### src/rtl/dma_chan_pkg.sv
package dma_chan_pkg;
  localparam int CNT_W = 16;
  localparam int WORD_W = 32;

  typedef struct packed {
    logic [CNT_W-1:0]          cnt;
    logic [WORD_W-CNT_W-3:0]   rsv;
    logic                      ldnxt;
    logic                      en;
  } ctl_word_t;

  function automatic logic [CNT_W-1:0] sat_sub(input logic [CNT_W-1:0] a,
                                               input logic [CNT_W-1:0] b);
    return (a > b) ? (a - b) : '0;
  endfunction

  function automatic logic [WORD_W-1:0] pack_status(input logic [CNT_W-1:0] cnt,
                                                    input logic ldd, input logic bf,
                                                    input logic tr, input logic act,
                                                    input logic en);
    return {cnt, 9'b0, ldd, bf, tr, 2'b0, act, en};
  endfunction
endpackage

### src/rtl/dma_chan_fifo.sv
module dma_chan_fifo #(
  parameter int DATA_W = 32,
  parameter int DEPTH  = 4
) (
  input  logic              clk,
  input  logic              rst_n,
  input  logic              push,
  input  logic [DATA_W-1:0] wdata,
  input  logic              pop,
  output logic [DATA_W-1:0] rdata,
  output logic              full,
  output logic              empty
);
  localparam int AW = (DEPTH > 1) ? $clog2(DEPTH) : 1;

  logic [DATA_W-1:0] mem [DEPTH];
  logic [AW-1:0]     wp, rp;
  logic [AW:0]       fill;
  logic              do_pop;

  assign full   = (fill == (AW+1)'(DEPTH));
  assign empty  = (fill == '0);
  assign do_pop = pop && !empty;
  assign rdata  = mem[rp];

  always_ff @(posedge clk or negedge rst_n) begin
    if (!rst_n) begin
      wp   <= '0;
      rp   <= '0;
      fill <= '0;
    end else begin
      if (push) wp <= (wp == AW'(DEPTH-1)) ? '0 : wp + 1'b1;
      if (do_pop) rp <= (rp == AW'(DEPTH-1)) ? '0 : rp + 1'b1;
      fill <= fill + (AW+1)'(push) - (AW+1)'(do_pop);
    end
  end

  always_ff @(posedge clk) begin
    if (push) mem[wp] <= wdata;
  end
endmodule

### src/rtl/dma_chan_flag.sv
module dma_chan_flag (
  input  logic clk,
  input  logic rst_n,
  input  logic set,
  input  logic clr,
  output logic q
);
  always_ff @(posedge clk or negedge rst_n) begin
    if (!rst_n) q <= 1'b0;
    else        q <= set | (q & ~clr);
  end
endmodule

### src/rtl/dma_chan_stat.sv
module dma_chan_stat
  import dma_chan_pkg::*;
#(
  parameter int DATA_W     = 32,
  parameter int FIFO_DEPTH = 4,
  parameter int BYTES_W    = 3
) (
  input  logic               clk,
  input  logic               rst_n,
  input  logic               reg_wr,
  input  logic               reg_rd,
  input  logic               reg_addr,
  input  logic [WORD_W-1:0]  reg_wdata,
  output logic [WORD_W-1:0]  reg_rdata,
  input  logic               ep_req,
  input  logic [DATA_W-1:0]  ep_data,
  input  logic [BYTES_W-1:0] ep_bytes,
  input  logic               ep_pkt_end,
  input  logic               ep_dev_end,
  output logic               ep_ack,
  output logic               mem_valid,
  output logic [DATA_W-1:0]  mem_data,
  input  logic               mem_ready,
  output logic               dsc_req,
  input  logic               dsc_valid,
  input  logic [WORD_W-1:0]  dsc_word
);
  logic              en_ctl, en_ctl_n;
  logic              ldnxt, ldnxt_n;
  logic              en_stat, en_stat_n;
  logic              act, act_n;
  logic              ldd, ldd_n;
  logic              dsc_pend, dsc_pend_n;
  logic [CNT_W-1:0]  cnt, cnt_n, cnt_dec;
  logic              fifo_full, fifo_empty;
  logic              st_bf, st_tr;

  // named internal events
  logic ctl_wr, st_rd, bf_evt, tr_evt, end_evt, drain_done, dsc_take, en_fall;
  ctl_word_t wr_w, ds_w;

  assign wr_w       = ctl_word_t'(reg_wdata);
  assign ds_w       = ctl_word_t'(dsc_word);
  assign ctl_wr     = reg_wr && !reg_addr;
  assign st_rd      = reg_rd && reg_addr;
  assign ep_ack     = ep_req && en_ctl && en_stat && !ctl_wr && !dsc_pend && !fifo_full;
  assign cnt_dec    = sat_sub(cnt, CNT_W'(ep_bytes));
  assign bf_evt     = ep_ack && (cnt_dec == '0);
  assign tr_evt     = ep_ack && ep_pkt_end && ep_dev_end;
  assign end_evt    = bf_evt || tr_evt;
  assign drain_done = en_stat && !en_ctl && fifo_empty;
  assign dsc_take   = dsc_pend && dsc_valid;
  assign en_fall    = en_stat && !en_stat_n;
  assign dsc_req    = dsc_pend;
  assign mem_valid  = !fifo_empty;

  always_comb begin
    en_ctl_n   = en_ctl;
    ldnxt_n    = ldnxt;
    en_stat_n  = en_stat;
    act_n      = act;
    ldd_n      = ldd;
    cnt_n      = cnt;
    dsc_pend_n = dsc_pend;
    if (ep_ack) begin
      cnt_n = cnt_dec;
      act_n = !ep_pkt_end && !(bf_evt && !ldnxt);
    end
    if (end_evt) begin
      en_ctl_n  = 1'b0;
      en_stat_n = 1'b0;
    end
    if (drain_done) begin
      en_stat_n = 1'b0;
      act_n     = 1'b0;
    end
    if (ctl_wr) begin
      en_ctl_n = wr_w.en;
      ldnxt_n  = wr_w.ldnxt;
      ldd_n    = 1'b0;
      if (wr_w.en) begin
        cnt_n     = wr_w.cnt;
        en_stat_n = 1'b1;
      end
    end
    if (dsc_take) begin
      en_ctl_n   = ds_w.en;
      ldnxt_n    = ds_w.ldnxt;
      ldd_n      = 1'b1;
      dsc_pend_n = 1'b0;
      act_n      = act && ds_w.en;
      if (ds_w.en) begin
        cnt_n     = ds_w.cnt;
        en_stat_n = 1'b1;
      end
    end
    if (en_stat && !en_stat_n && ldnxt_n) dsc_pend_n = 1'b1;
  end

  always_ff @(posedge clk or negedge rst_n) begin
    if (!rst_n) begin
      en_ctl   <= 1'b0;
      ldnxt    <= 1'b0;
      en_stat  <= 1'b0;
      act      <= 1'b0;
      ldd      <= 1'b0;
      cnt      <= '0;
      dsc_pend <= 1'b0;
    end else begin
      en_ctl   <= en_ctl_n;
      ldnxt    <= ldnxt_n;
      en_stat  <= en_stat_n;
      act      <= act_n;
      ldd      <= ldd_n;
      cnt      <= cnt_n;
      dsc_pend <= dsc_pend_n;
    end
  end

  dma_chan_flag u_bf (.clk(clk), .rst_n(rst_n), .set(bf_evt), .clr(st_rd), .q(st_bf));
  dma_chan_flag u_tr (.clk(clk), .rst_n(rst_n), .set(tr_evt), .clr(st_rd), .q(st_tr));

  dma_chan_fifo #(.DATA_W(DATA_W), .DEPTH(FIFO_DEPTH)) u_fifo (
    .clk(clk), .rst_n(rst_n), .push(ep_ack), .wdata(ep_data),
    .pop(mem_ready), .rdata(mem_data), .full(fifo_full), .empty(fifo_empty)
  );

  assign reg_rdata = reg_addr ? pack_status(cnt, ldd, st_bf, st_tr, act, en_stat)
                              : {{(WORD_W-2){1'b0}}, ldnxt, en_ctl};
endmodule

### config.mk
export PLATFORM = sky130hd
export DESIGN_NAME = dma_chan_stat
export DESIGN_NICKNAME = d
export VERILOG_FILES = /design/src/rtl/dma_chan_pkg.sv /design/src/rtl/dma_chan_fifo.sv /design/src/rtl/dma_chan_flag.sv /design/src/rtl/dma_chan_stat.sv
export SDC_FILE = /design/constraint.sdc
export NUM_CORES = 1
export LEC_CHECK = 0
export ABC_AREA = 1
export BUFFER_PORTS_ARGS = -buffer_cell sky130_fd_sc_hd__buf_2
export CORE_ASPECT_RATIO = 0.75
export CORE_MARGIN = 1
export CORE_UTILIZATION = 50
export DETAILED_ROUTE_END_ITERATION = 8
export GPL_TIMING_DRIVEN = 0
export MAX_ROUTING_LAYER = met4
export PLACE_DENSITY = 0.76
export SETUP_SLACK_MARGIN = 0.5
export SKIP_CTS_REPAIR_TIMING = 1
export SKIP_LAST_GASP = 1
export SLEW_MARGIN = 30
export SYNTH_ARGS = -nofsm -noshare
export SYNTH_HDL_FRONTEND = slang
export SYNTH_SLANG_ARGS = --single-unit
### constraint.sdc
create_clock -name clk -period 4.5 [get_ports clk]
set_input_delay 0.9 -clock clk [delete_from_list [all_inputs] [get_ports clk]]
set_output_delay 0.9 -clock clk [all_outputs]
set_load 0.01 [all_outputs]
==> out/metrics.yaml, run 1 <==
drt-total-wl_mm: 17.7
syn-cell-area_mm2: 0.00733
avgSynthCellArea_um2: 10.3
grt_max_degree: 32
core_area_mm2: 0.0140
cpMostUsedCell: "clkbuf_1"
path_max_fanout: 10
power.density_mw_per_mm2: 613
portBuffers: 136
start_util: 0.522
min_from: "ldd"
cp-start-kind: "flip-flop"
syn_inst: 712
cp_slowest_cell: "clkbuf_1"
cp_data_required_time_ns: 3.60
ys_types: 33
fp-row-count: 37
hold_violations: 0
yosys_warnings: 0
pre_cts_ws_ns: 1.25
die_x_um: 142
end_kind: "primary output"
io_pins: 176
fmax_mhz: 282
max_stage_delay_ns: 0.48
drt_iter0_drc: 557
wl_per_cell_um: 16.2
die_y_um: 107
clock_latency_ns: 0.42
p_leak_nw: 3.88
final.setup.worst_slack_ns: 0.954
gp_congestion: 0.976
maxSlewViolCount: 0
ir_worst_vdd_v: 0.000322
cts_tree: "done"
clock_skew_ns: 0.0169
area_delta_synth_final_pct: 23.3
cts.sinks: 159
path_clk_slew_ns: 0.07
n_fill_cell: 1111
grt_pass1_vias: 5422
max_slew_margin: 0.491
path_class: "reg -> out"
yosysSeqAreaShare: 0.630
rsz0062_at_grt: "no"
die_area_mm2: 0.0151
r2r_slack_ns: 1.88
htreeDepth: 4
hp-class: "reg -> reg"
final_nets: 1002
synthArstFlopShare: 0.195
first_pass_iters: 5
worstMarginPinSlew_ns: 0.763
holdWs_ns: 0.496
cts_buffers: 17
cp_data_arrival_time_ns: 2.65
vias_per_cell: 5.34
cts_root_buf: "clkbuf_16"
synth_ff_type: "edfxtp_1"
status: "completed"
finalCriticalPeriod_ns: 3.55
ant_nets: 0
drc: 0
vias: 5826
finalCritPeriodShare: 0.788
cp_cell_sequence: "clkbuf_1 > inv_1 > clkbuf_1 > clkbuf_1 > nor2_1 > o22ai_1 > buf_2"
clk_path_buf_depth: 2
drv_cap: 0
synth_seq_cells: 159
antenna_found_initial: 1
reg2reg_from: "cnt[0]"
hpwl_mm: 12.3
gr-total-overflow: 0
grt_first_pass_wirelength_mm: 27.7
synth_edf_count: 128
crit_start: "u_fifo.rp[0]"
setup_viol: 0
drive_above_1_share: 0.238
grtUsageTotal: 0.251
[registers in the layout, summed over array words and instances, names as in the netlist]
| register | cells |
|---|---|
| dsc_req | 1 |
| ldd | 1 |
| ldnxt | 1 |
| u_fifo.fill | 3 |
| act | 1 |
| u_fifo.wp | 2 |
| en_ctl | 1 |
| u_tr.q | 1 |
| u_fifo.mem | 128 |
| en_stat | 1 |
| cnt | 16 |
| u_bf.q | 1 |
| u_fifo.rp | 2 |
[critical path, delay by kind of cell, from the launching register on]
family,cells,cell delay [ns]
buf+inv,5,1.46
flops,1,0.42
compound gates,1,0.27
simple gates,1,0.08
[layout make-up]
cell class / instances / area, µm² / area share
inverter: 77 / 290 / 0.0321
tap: 195 / 244 / 0.0270
buffer: 43 / 213 / 0.0235
antenna: 2 / 5.00 / 0.000554
sequential: 159 / 4620 / 0.511
timing repair buffer: 140 / 791 / 0.0875
multi-input combinational: 443 / 2270 / 0.252
clock buffer: 17 / 425 / 0.0471
clock inverter: 15 / 173 / 0.0191
[cells in the final DEF (no fill, tap or decap), types with 3 or more instances in the layout]
master and n:
buf_16 4, conb_1 11, buf_2 138, nor2_2 6, nand3_2 6, clkinv_1 3, clkbuf_16 17, nand2_2 5
o221ai_1 3, ha_1 10, clkinv_4 3, nand4_1 6, nor2_4 7, nor2_1 88, edfxtp_1 128, nor3_1 6
o211ai_1 15, dfrtp_1 31, buf_4 11, nand3_1 31, o22ai_1 32, o21ai_0 89, inv_1 74, nand2_1 108
inv_6 3, inv_8 4, clkbuf_1 29, a21oi_1 10
[through the flow]
stage	area, µm²	util	TNS [ns]	std cells	power, mW
2_1_floorplan	7370	-	0	722	3.30
3_3_place_gp	8290	0.591	-11.72	1053	4.01
3_5_place_dp	8430	0.601	0	1057	4.09
4_1_cts	9030	0.644	0	1089	5.54
5_1_grt	9030	0.644	0	1090	5.87
6_report	9030	0.644	0	1091	5.54
[cell families (layout without fill, tap and decap cells)]
family                     Yosys count  after routing  synth area share
AOI/OAI and AO/OA                  153            153             0.118
xor gates and xnor gates             2              2           0.00239
adders and majority gates           12             12            0.0225
buffers and inverters              120            292            0.0686
DFF                                159            159             0.630
other                                1             13          0.000512
and+or+nand+nor                    265            265             0.158
[synth_stat cells, types with 2 or more instances]
cell type	instances	area (µm²)
a21oi_1	10	50.1
buf_2	2	10.0
buf_4	11	82.6
clkbuf_1	29	109
dfrtp_1	31	776
edfxtp_1	128	3840
fa_1	2	40.0
ha_1	10	125
inv_1	74	278
nand2_1	108	405
nand2_2	5	31.3
nand3_1	31	155
nand3_2	6	60.1
nand4_1	6	37.5
nor2_1	92	345
nor2_2	6	37.5
nor2_4	3	33.8
nor3_1	6	30.0
o211ai_1	15	113
o21ai_0	89	445
o21ai_2	2	17.5
o221ai_1	3	26.3
o22ai_1	32	200
xnor2_1	2	17.5
[metal layers]
layer,global-route usage,vias to the layer above,wire (µm)
met2,0.369,273,7930
met5,-,-,0
met3,0.0482,16,1470
met1,0.357,2755,8040
li1,-,2782,-
met4,0.0714,0,215
[where the power goes]
| group | switching (mW) | internal [mW] | leakage [nW] |
|---|---|---|---|
| combinational | 1.36 | 0.732 | 2.06 |
| sequential | 0.203 | 1.80 | 1.52 |
| clock | 0.609 | 0.836 | 0.291 |
[path summary, 6_finish.rpt]
| check | endpoint | depth (start not counted) |
|---|---|---|
| min | ldd | 2 |
| max in group asynchronous | u_fifo.rp[1] | 1 |
| max | mem_data[23] | 7 |
| max reg2reg | dsc_req | 18 |
| min reg2reg | ldd | 2 |
| min in group asynchronous | cnt[3] | 1 |
(Power assumes the default switching activity.)
==> run 2: changes to the inputs <==
clock period = 3.7 ns   (was 4.5 ns; I/O delays follow)
==> run 2 against run 1 <==
  * Power rose by 22%
  * Combinational power increased by 22%
  * Wire length increased by 0.33%
  * Critical path depth did not move
  * Clock-buffer cell count stayed put
  * Core utilization is 0.17 points higher
  * First-iteration DRC count fell by 4.1%
  * Clock power up 21%
  * Die area unchanged
  * Non-clock buffer count grew 2
  * Largest cell class unchanged
==> out/metrics.yaml, run 2 (synthesized netlist as in run 1, its figures left out) <==
status: "completed"
r2r_cells: 18
cts_buffers: 17
cts_root_buf: "clkbuf_16"
die_y_um: 107
final.setup.worst_slack_ns: 0.744
crit_start: "u_fifo.rp[0]"
r2r_slack_ns: 1.09
hold_violations: 0
largestRegisters: "u_fifo.mem x128, cnt x16, u_fifo.fill x3"
cp-start-kind: "flip-flop"
p_leak_nw: 3.90
hp-class: "in -> async"
clock_skew_ns: 0.0125
final_nets: 1004
vias_per_cell: 5.37
setup_viol: 0
cp_data_required_time_ns: 2.96
pre_cts_ws_ns: 0.674
max_slew_margin: 0.509
path_clk_slew_ns: 0.07
vias: 5873
io_pins: 176
grt_first_pass_wirelength_mm: 27.7
power.density_mw_per_mm2: 746
finalCriticalPeriod_ns: 2.96
clock_latency_ns: 0.42
area_delta_synth_final_pct: 23.6
final_area_mm2: 0.00906
ant_nets: 0
largest_reg_flops: 128
utilization: 0.646
drive_above_1_share: 0.248
drt_iter0_drc: 534
gr-total-overflow: 0
fmax_mhz: 338
cts.sinks: 159
gp_congestion: 0.976
hpwl_mm: 12.3
path_max_fanout: 10
ir_worst_vdd_v: 0.000393
die_area_mm2: 0.0151
drc: 0
finalCritPeriodShare: 0.799
grtUsageTotal: 0.251
drt-total-wl_mm: 17.7
start_util: 0.522
htreeDepth: 4
most-common-layout-cells: "buf_2 (138), edfxtp_1 (128), nand2_1 (108)"
end_kind: "primary output"
core_area_mm2: 0.0140
dpl_cell_area_mm2: 0.00843
clk_path_buf_depth: 2
worstMarginPinSlew_ns: 0.737
rsz0062_at_grt: "no"
cts_tree: "done"
drv_cap: 0
maxSlewViolCount: 0
grt_max_degree: 32
fp-row-count: 37
reg2reg_from: "cnt[0]"
die_x_um: 142
regMostFlops: "u_fifo.mem"
first_pass_iters: 6
final_common_cell: "buf_2"
cp_data_arrival_time_ns: 2.22
path_class: "reg -> out"
r2r-end: "dsc_req"
wl_per_cell_um: 16.2
antenna_found_initial: 1
crit_path_end: "mem_data[23]"
portBuffers: 136
grt_pass1_vias: 5422
-- run 2: changes by cell type in the layout (fill, tap and decap cells not counted), sizes merged --
cell,change
buf,+2
-- run 2: worst min path at each step --
| stage | endpoint | slack (ns) | depth (start not counted) |
|---|---|---|---|
| after floorplan | act | 0.44 | 0 |
| after global placement | ldd | 0.46 | 2 |
| after detailed placement | ldd | 0.46 | 2 |
| after CTS | cnt[2] | 0.39 | 1 |
| after global routing | cnt[3] | 0.42 | 1 |
| final | cnt[0] | 0.37 | 1 |
-- run 2: power breakdown --
part           total [mW]  leakage [nW]  switching, mW  internal [mW]
Clock                1.76         0.291          0.745           1.02
Sequential           2.43          1.52          0.247           2.18
Combinational        2.56          2.09           1.66          0.904
Total                6.75          3.90           2.65           4.10
-- run 2: routing by layer --
layer / share of wire / track usage / up-vias
met1: 0.45 / 0.357 / 2771
li1: - / - / 2787
met3: 0.090 / 0.0482 / 23
met4: 0.014 / 0.0714 / 0
met2: 0.45 / 0.369 / 292
met5: 0 / - / -
-- run 2: critical path, stage by stage (launching register included) --
cell      delay, ns
dfrtp_1        0.41
clkbuf_2       0.21
inv_1          0.10
clkbuf_2       0.25
clkbuf_2       0.31
nor2_1         0.07
o22ai_1        0.26
buf_2          0.19
-- run 2: layout make-up --
class                           count  area (µm²)
Buffer                             43         221
Clock buffer                       17         425
Timing Repair Buffer              142         806
Tap cell                          195         244
Fill cell                        1106        4970
Antenna cell                        2        5.00
Inverter                           77         290
Sequential cell                   159        4620
Multi-Input combinational cell    443        2270
Clock inverter                     15         173
-- run 2: stage by stage --
stage | setup TNS, ns | total power, mW | std cells | hold WS [ns]
2_1_floorplan | 0 | 4.01 | 722 | 0.442
3_3_place_gp | -93.64 | 4.88 | 1053 | 0.461
3_5_place_dp | 0 | 4.97 | 1057 | 0.464
4_1_cts | 0 | 6.74 | 1089 | 0.390
5_1_grt | 0 | 7.16 | 1092 | 0.424
6_report | 0 | 6.75 | 1093 | 0.372
==> run 3: changes to the inputs <==
ABC_AREA = 0   (was 1)
PLACE_DENSITY = 0.77   (was 0.76)
clock period = 2.8 ns   (was 3.7 ns; I/O delays follow)
==> run 3 against run 2 <==
  * Critical path depth rose by 2
  * Register-to-register slack got worse by 0.92 ns
  * Core utilization rose by 5.9 points
  * Global-route usage fell by 1.1 points
  * Synthesized area fell by 3.5%
  * Highest routed layer unchanged
==> out/metrics.yaml, run 3 <==
status: "completed"
wl_per_cell_um: 20.4
yosysSeqAreaShare: 0.653
p_leak_nw: 3.80
finalCriticalPeriod_ns: 2.63
cp-start-kind: "flip-flop"
ys_types: 61
die_area_mm2: 0.0146
power.density_mw_per_mm2: 968
clock_latency_ns: 0.43
die_y_um: 105
worstMarginPinSlew_ns: 0.792
area_delta_synth_final_pct: 36.9
synthAdderAreaFrac: 0.0234
hold_violations: 0
synth.area.mux_share: 0.111
regMostFlops: "u_fifo.mem"
final_nets: 802
yosysMostFrequentCell: "edfxtp_1"
post_layout_nonfiller_instances: 869
final.setup.worst_slack_ns: 0.170
htreeDepth: 4
synth_top_cell_by_area: "edfxtp_1"
io_pins: 176
ant_nets: 0
yosys_warnings: 0
maxSlewViolCount: 0
cp_num_buf_inv: 1
vias_per_cell: 5.55
end_kind: "flip-flop"
synthArstFlopShare: 0.195
totalPowerFinal_mw: 9.37
dpl_cell_area_mm2: 0.00816
grt_first_pass_wirelength_mm: 25.3
fp-row-count: 37
n_antenna_cell: 0
synth_xor_area_frac: 0.00743
combPwrFrac: 0.402
cts.sinks: 159
clkPwrFrac: 0.257
cts_buffers: 17
gr-total-overflow: 0
fmax_mhz: 380
cp_cell_sequence: "ha_4 > or3_4 > buf_6 > or3_4 > nor3_4 > a21bo_1 > a41oi_4 > nand3b_4 > a311o_1"
grt_pass1_vias: 4680
power.net_switching_mw: 3.11
path_clk_slew_ns: 0.07
synth-simple-area-share: 0.0950
hp-class: "in -> async"
p_sw_frac: 0.331
largestRegisters: "u_fifo.mem x128, cnt x16, u_fifo.fill x3"
drive_above_1_share: 0.490
gp_congestion: 0.930
place_inst: 793
drv_cap: 0
p_int_mw: 6.27
synth_seq_cells: 159
drc: 0
syn-cell-area_mm2: 0.00707
vias: 4820
cpMostUsedCell: "or3_4"
cts_tree: "done"
avgSynthCellArea_um2: 15.0
max_stage_delay_ns: 0.42
path_class: "reg -> reg"
final_common_cell: "edfxtp_1"
ir_worst_vdd_v: 0.000600
grtUsageTotal: 0.240
core_area_mm2: 0.0137
final_area_mm2: 0.00968
synth_common_cells: "edfxtp_1 (128), o21ai_0 (42), nand2_1 (33)"
path_delay_family: "simple AND/OR/NAND/NOR gates"
pwr-share-seq: 0.340
setup_tns_ns: 0
synth_area_leaders: "edfxtp_1 (54%), dfrtp_1 (11%), mux4_2 (10%)"
synth_top_family_by_area: "multiplexers"
n_fill_cell: 920
grt_max_degree: 33
max_slew_margin: 0.472
cp_slowest_cell: "dfrtp_1"
pre_cts_ws_ns: -0.224
drt-total-wl_mm: 17.8
setup_viol: 0
portBuffers: 136
syn_inst: 472
largest_reg_flops: 128
cp_data_arrival_time_ns: 2.95
path_max_fanout: 5
first_pass_iters: 6
clock_skew_ns: 0.00760
antenna_found_initial: 0
drt_iter0_drc: 409
clk_path_buf_depth: 2
synth_ff_type: "edfxtp_1"
start_util: 0.514
most-common-layout-cells: "edfxtp_1 (128), buf_2 (121), buf_4 (40)"
cts_root_buf: "clkbuf_16"
die_x_um: 139
synth_compound_area_frac: 0.0718
synth_edf_count: 128
yosys.area.top_type_share: 0.544
cp_data_required_time_ns: 3.12
rsz0062_at_grt: "yes"
finalCritPeriodShare: 0.939
hpwl_mm: 10.7
-- run 3: area by class of cell --
type	instances	area [µm²]	share of cell area
flip-flops and latches	159	4620	0.478
multi-input cells	273	2630	0.271
repair buffers	176	1200	0.124
clock buffers	17	425	0.0439
plain buffers	38	334	0.0345
well taps	175	219	0.0226
clock inverters	15	191	0.0198
inverters	16	67.6	0.00698
-- run 3: logic make-up after synthesis --
family,Yosys count
muxes,38
xor gates and xnor gates,6
other,1
AOI/OAI and AO/OA,83
and+or+nand+nor,119
buffers and inverters,54
DFF,159
adders and majority gates,12
-- run 3: worst paths after layout --
check                             start      endpoint  slack (ns)  cells past startpoint
setup / recovery                 cnt[2]       en_stat        0.17                      9
setup reg to reg                 cnt[2]       en_stat        0.17                      9
max in group asynchronous         rst_n  u_fifo.rp[0]        2.06                      1
hold reg to reg                  u_bf.q        u_bf.q        0.47                      2
hold / removal                    rst_n        cnt[4]        0.19                      1
min in group clk           dsc_word[17]        cnt[1]        0.33                      3
-- run 3: worst register-to-register path: stages (launching register included) --
cell and delay, ns:
dfrtp_1 0.42, ha_4 0.19, or3_4 0.32, buf_6 0.13, or3_4 0.38, nor3_4 0.29
a21bo_1 0.19, a41oi_4 0.14, nand3b_4 0.21, a311o_1 0.26
-- run 3: per-stage QoR --
stage | hold WS (ns) | util
floorplan | 0.264 | -
global placement | 0.448 | 0.593
detailed placement | 0.453 | 0.593
CTS | 0.205 | 0.638
global route | 0.234 | 0.704
finish | 0.194 | 0.704
-- run 3: power by group through the flow --
stage / Clock [mW] / Sequential [mW] / Combinational [mW]
floorplan: 0 / 3.09 / 1.92
global placement: 0 / 3.17 / 2.67
detailed placement: 0 / 3.19 / 2.73
CTS: 2.43 / 3.14 / 2.75
global route: 2.54 / 3.22 / 4.04
finish: 2.41 / 3.19 / 3.77
-- run 3: layer usage --
metal | up-vias | share of wire | GRT usage
li1 | 2227 | - | -
met1 | 2401 | 0.45 | 0.327
met2 | 169 | 0.49 | 0.359
met3 | 23 | 0.052 | 0.0500
met4 | 0 | 0.016 | 0.0889
met5 | - | 0 | -
